==> src/rtl/dma_prio_arbiter.sv <==
module dma_prio_arbiter #(
  parameter int N_A = 7,
  parameter int N_B = 5,
  parameter int LW  = 2
) (
  input  logic              clk,
  input  logic              rst_n,
  input  logic [N_A-1:0]    req_a,
  input  logic [LW*N_A-1:0] lvl_a,
  input  logic [N_B-1:0]    req_b,
  input  logic [LW*N_B-1:0] lvl_b,
  input  logic              done,
  output logic [N_A-1:0]    gnt_a,
  output logic [N_B-1:0]    gnt_b
);

  logic [N_A-1:0] win_a;
  logic [N_B-1:0] win_b;
  logic [LW-1:0]  top_a, top_b;
  logic           any_a, any_b;

  always_comb begin
    win_a = '0;
    top_a = '0;
    any_a = 1'b0;
    for (int i = 0; i < N_A; i++) begin
      if (req_a[i] && (!any_a || lvl_a[i*LW +: LW] > top_a)) begin
        any_a    = 1'b1;
        top_a    = lvl_a[i*LW +: LW];
        win_a    = '0;
        win_a[i] = 1'b1;
      end
    end
  end

  always_comb begin
    win_b = '0;
    top_b = '0;
    any_b = 1'b0;
    for (int i = 0; i < N_B; i++) begin
      if (req_b[i] && (!any_b || lvl_b[i*LW +: LW] > top_b)) begin
        any_b    = 1'b1;
        top_b    = lvl_b[i*LW +: LW];
        win_b    = '0;
        win_b[i] = 1'b1;
      end
    end
  end

  wire idle = ~(|gnt_a) & ~(|gnt_b);
  wire rearb = idle | done;

  always_ff @(posedge clk) begin
    if (!rst_n) begin
      gnt_a <= '0;
      gnt_b <= '0;
    end else if (rearb) begin
      gnt_a <= win_a;
      gnt_b <= any_a ? '0 : win_b;
    end
  end

endmodule


==> config.mk <==
export PLATFORM = sky130hd
export DESIGN_NAME = dma_prio_arbiter
export DESIGN_NICKNAME = d
export VERILOG_FILES = /design/src/rtl/dma_prio_arbiter.sv
export SDC_FILE = /design/constraint.sdc
export NUM_CORES = 1
export LEC_CHECK = 0
export BUFFER_PORTS_ARGS = -buffer_cell sky130_fd_sc_hd__buf_2
export CORE_ASPECT_RATIO = 2
export CORE_MARGIN = 1.5
export CORE_UTILIZATION = 28
export CTS_BUF_LIST = sky130_fd_sc_hd__clkbuf_16
export CTS_CLUSTER_DIAMETER = 50
export DETAILED_ROUTE_END_ITERATION = 8
export PLACE_DENSITY = 0.52
export SETUP_SLACK_MARGIN = 0.15
export SYNTH_ARGS = -nofsm -noshare
export SYNTH_HDL_FRONTEND = slang
export SYNTH_SLANG_ARGS = --single-unit
==> constraint.sdc <==
create_clock -name clk -period 9.09 [get_ports clk]
set_input_delay 0.4545 -clock clk [delete_from_list [all_inputs] [get_ports clk]]
set_output_delay 0.4545 -clock clk [all_outputs]
set_load 0.05 [all_outputs]
==> impl_metrics.ini <==
[yosys]
syn_area_mm2 = 0.00141
yosysUniqueCellTypes = 46
synth_edf_count = 0
synth_cells = 177
synth_nets = 236
yosysSeqAreaShare_pct = 17.1
ys.warnings.count = 0
async_flop_share_pct = 0
synth_ff_type = dfxtp_1
ys_seq_elements = 12
synth_area_per_cell_um2 = 7.96

[final_layout]
final_nets = 288
post_route_cells_drive_above_1_share_pct = 27.6
final_common_cell = buf_2
fillCellCount = 560
n_antenna_cell = 0
area_growth_pct = 26.8
instances_no_fill = 285
layout_common_cells = buf_2 (50), ha_1 (20), nand2_1 (19), inv_1 (16), nor2b_1 (14)

[clock_network]
postCtsSetupBuffers = 0
cts.htree.levels = 1
clock_path_buffers = 2
cts_tree = yes
root_buffer = clkbuf_16
clkSlewWorstSetupHoldPaths_ns = 0.04
hold_buffers = 0
cts.repair.resized = 0
clock_latency_ns = 0.23
cts.sinks = 12
cts_inserted_buffers = 3

[timing]
tns_ns = 0
tightest_slew_ns = 0.800
hold_violations = 0
setup_viol_count_final = 0
rsz0062_at_grt = false
period_minus_slack_ns = 8.05
period_share_pct = 88.5
clock_skew_ns = 0.00117
maxSlewHeadroom_pct = 45.8
max_freq_ghz = 0.124
final_max_slew_viol_count = 0

[routing]
viasPerCell = 5.28
ant_nets = 0
drt_iter0_drc = 23
dr_total_vias = 1505
drt-pass1-iter-count = 4
wl_per_cell_um = 13.3
wl_um = 3780
drcViolationCount = 0

[setup_path]
startpoint_type = primary input
required_ns = 9.25
slowest_delay_ns = 0.50
cp_slowest_cell = a221oi_1
cp_data_arrival_time_ns = 8.21
critPathMaxFanout = 9
crit_type = in2reg
cp_common_cell = ha_1
critPathCaptureType = register

[hold_path]
hold_path.class = reg2reg

[power_and_ir_drop]
irDropWorstVdd_mv = 0.0729
switching_share_pct = 40.7
clockPowerShare_pct = 25.7
p_seq_share_pct = 20.9
switchingPower_mw = 0.125
power_density_mw_per_mm2 = 171
leakagePower_nw = 0.866
combPwrFrac_pct = 53.4
internal_power_mw = 0.182

[grt]
grt_pass1_vias = 1475
grt_pass1_wl_um = 5950
track_usage_pct = 14.3
gr-total-overflow = 0
antenna_found_initial = 0
grt_max_degree = 12

[run_status]
status = finished clean

[die]
die_w_um = 53.2
io_pins = 51
core_area_mm2 = 0.00486
fp.dieArea_mm2 = 0.00549
start_util_pct = 29.0
dieHeight_um = 103
std_cell_rows = 36

[flow_run]
max-cap-violations = 0

[place]
place.gp.congestion = 0.817
dp_hpwl_um = 3380
dp.cells = 281
numPortBuffers = 50
==> power by group through the flow <==
stage,logic [mW],clock network [mW],registers (mW)
final,0.163,0.0788,0.0640
after global routing,0.183,0.0829,0.0649
after CTS,0.166,0.0800,0.0642
after detailed placement,0.165,0,0.0651
after global placement,0.165,0,0.0646
after floorplan,0.102,0,0.0847
==> layout make-up <==
| cell class | count | area [µm²] | share of cell area (%) |
|---|---|---|---|
| Tap cell | 57 | 71.3 | 3.99 |
| Timing Repair Buffer | 50 | 250 | 14.0 |
| Inverter | 16 | 60.1 | 3.36 |
| Clock inverter | 1 | 3.75 | 0.210 |
| Sequential cell | 12 | 240 | 13.4 |
| Clock buffer | 3 | 75.1 | 4.20 |
| Multi-Input combinational cell | 146 | 1090 | 60.8 |
==> worst paths after layout <==
path,depth (start not counted),startpoint,end,slack (ns)
worst max register to register,5,gnt_b[1],gnt_a[2],7.27
worst min-delay path,2,gnt_a[3],gnt_a[3],0.48
worst max-delay path,34,req_a[0],gnt_a[2],1.04
worst min register to register,2,gnt_a[3],gnt_a[3],0.48
==> kinds of logic after synthesis <==
logic type / Yosys count / share of synthesized area [%]
AO/OA/AOI/OAI: 51 / 26.6
AND/OR/NAND/NOR: 69 / 28.0
multiplexers: 6 / 4.71
buffers and inverters: 19 / 5.86
flip-flops: 12 / 17.1
adder cells (fa/ha/maj): 20 / 17.8
==> metrics by stage <==
step	instance area [µm²]	worst slack [ns]	total power, mW	hold slack (ns)	utilization, %
finish	1790	1.04	0.306	0.483	36.7
global route	1790	0.339	0.331	0.513	36.7
CTS	1790	0.934	0.310	0.490	36.7
detailed placement	1710	0.703	0.231	0.484	35.1
global placement	1710	0.766	0.230	0.470	35.1
floorplan	1410	1.92	0.187	0.624	-
==> metal layers <==
| metal | global-route usage (%) | vias up | part of all wire, % |
|---|---|---|---|
| li1 | - | 774 | - |
| met5 | 0 | - | 0 |
| met1 | 12.1 | 694 | 35 |
| met3 | 1.01 | 4 | 3.3 |
| met2 | 31.0 | 33 | 60 |
| met4 | 6.31 | 0 | 1.9 |
==> sequential cells by signal, indices dropped and copies added (netlist names) <==
name,count
gnt_b,5
gnt_a,7
==> cells in the mapped netlist (2+ instances only) <==
cell type  instances  share of area (%)
inv_1             16                4.3
nor2b_1           14                6.2
nor4_1             6                2.7
nor2_1             6                1.6
o21ai_0            5                1.8
nand3_1            8                2.8
a221oi_1           2                1.2
nand3b_1           2                1.1
mux2_2             5                4.0
o311ai_1           2                1.2
dfxtp_1           12                 17
nand2_1           19                5.1
o211a_1            2                1.4
o211ai_1           7                3.7
a21boi_0           2                1.1
and2_1             4                1.8
o31ai_1            5                2.7
o21a_1             5                2.7
a2bb2oi_1          3                1.9
a22oi_1            2                1.1
a21oi_1            6                2.1
ha_1              20                 18
==> worst max-delay path, delay by kind of cell <==
kind	cells	cell delay (ns)
compound gates	14	3.59
simple gates	11	1.83
fa+ha+maj	6	1.65
mux	1	0.41
buf+inv	2	0.26
(Power assumes the default switching activity.)
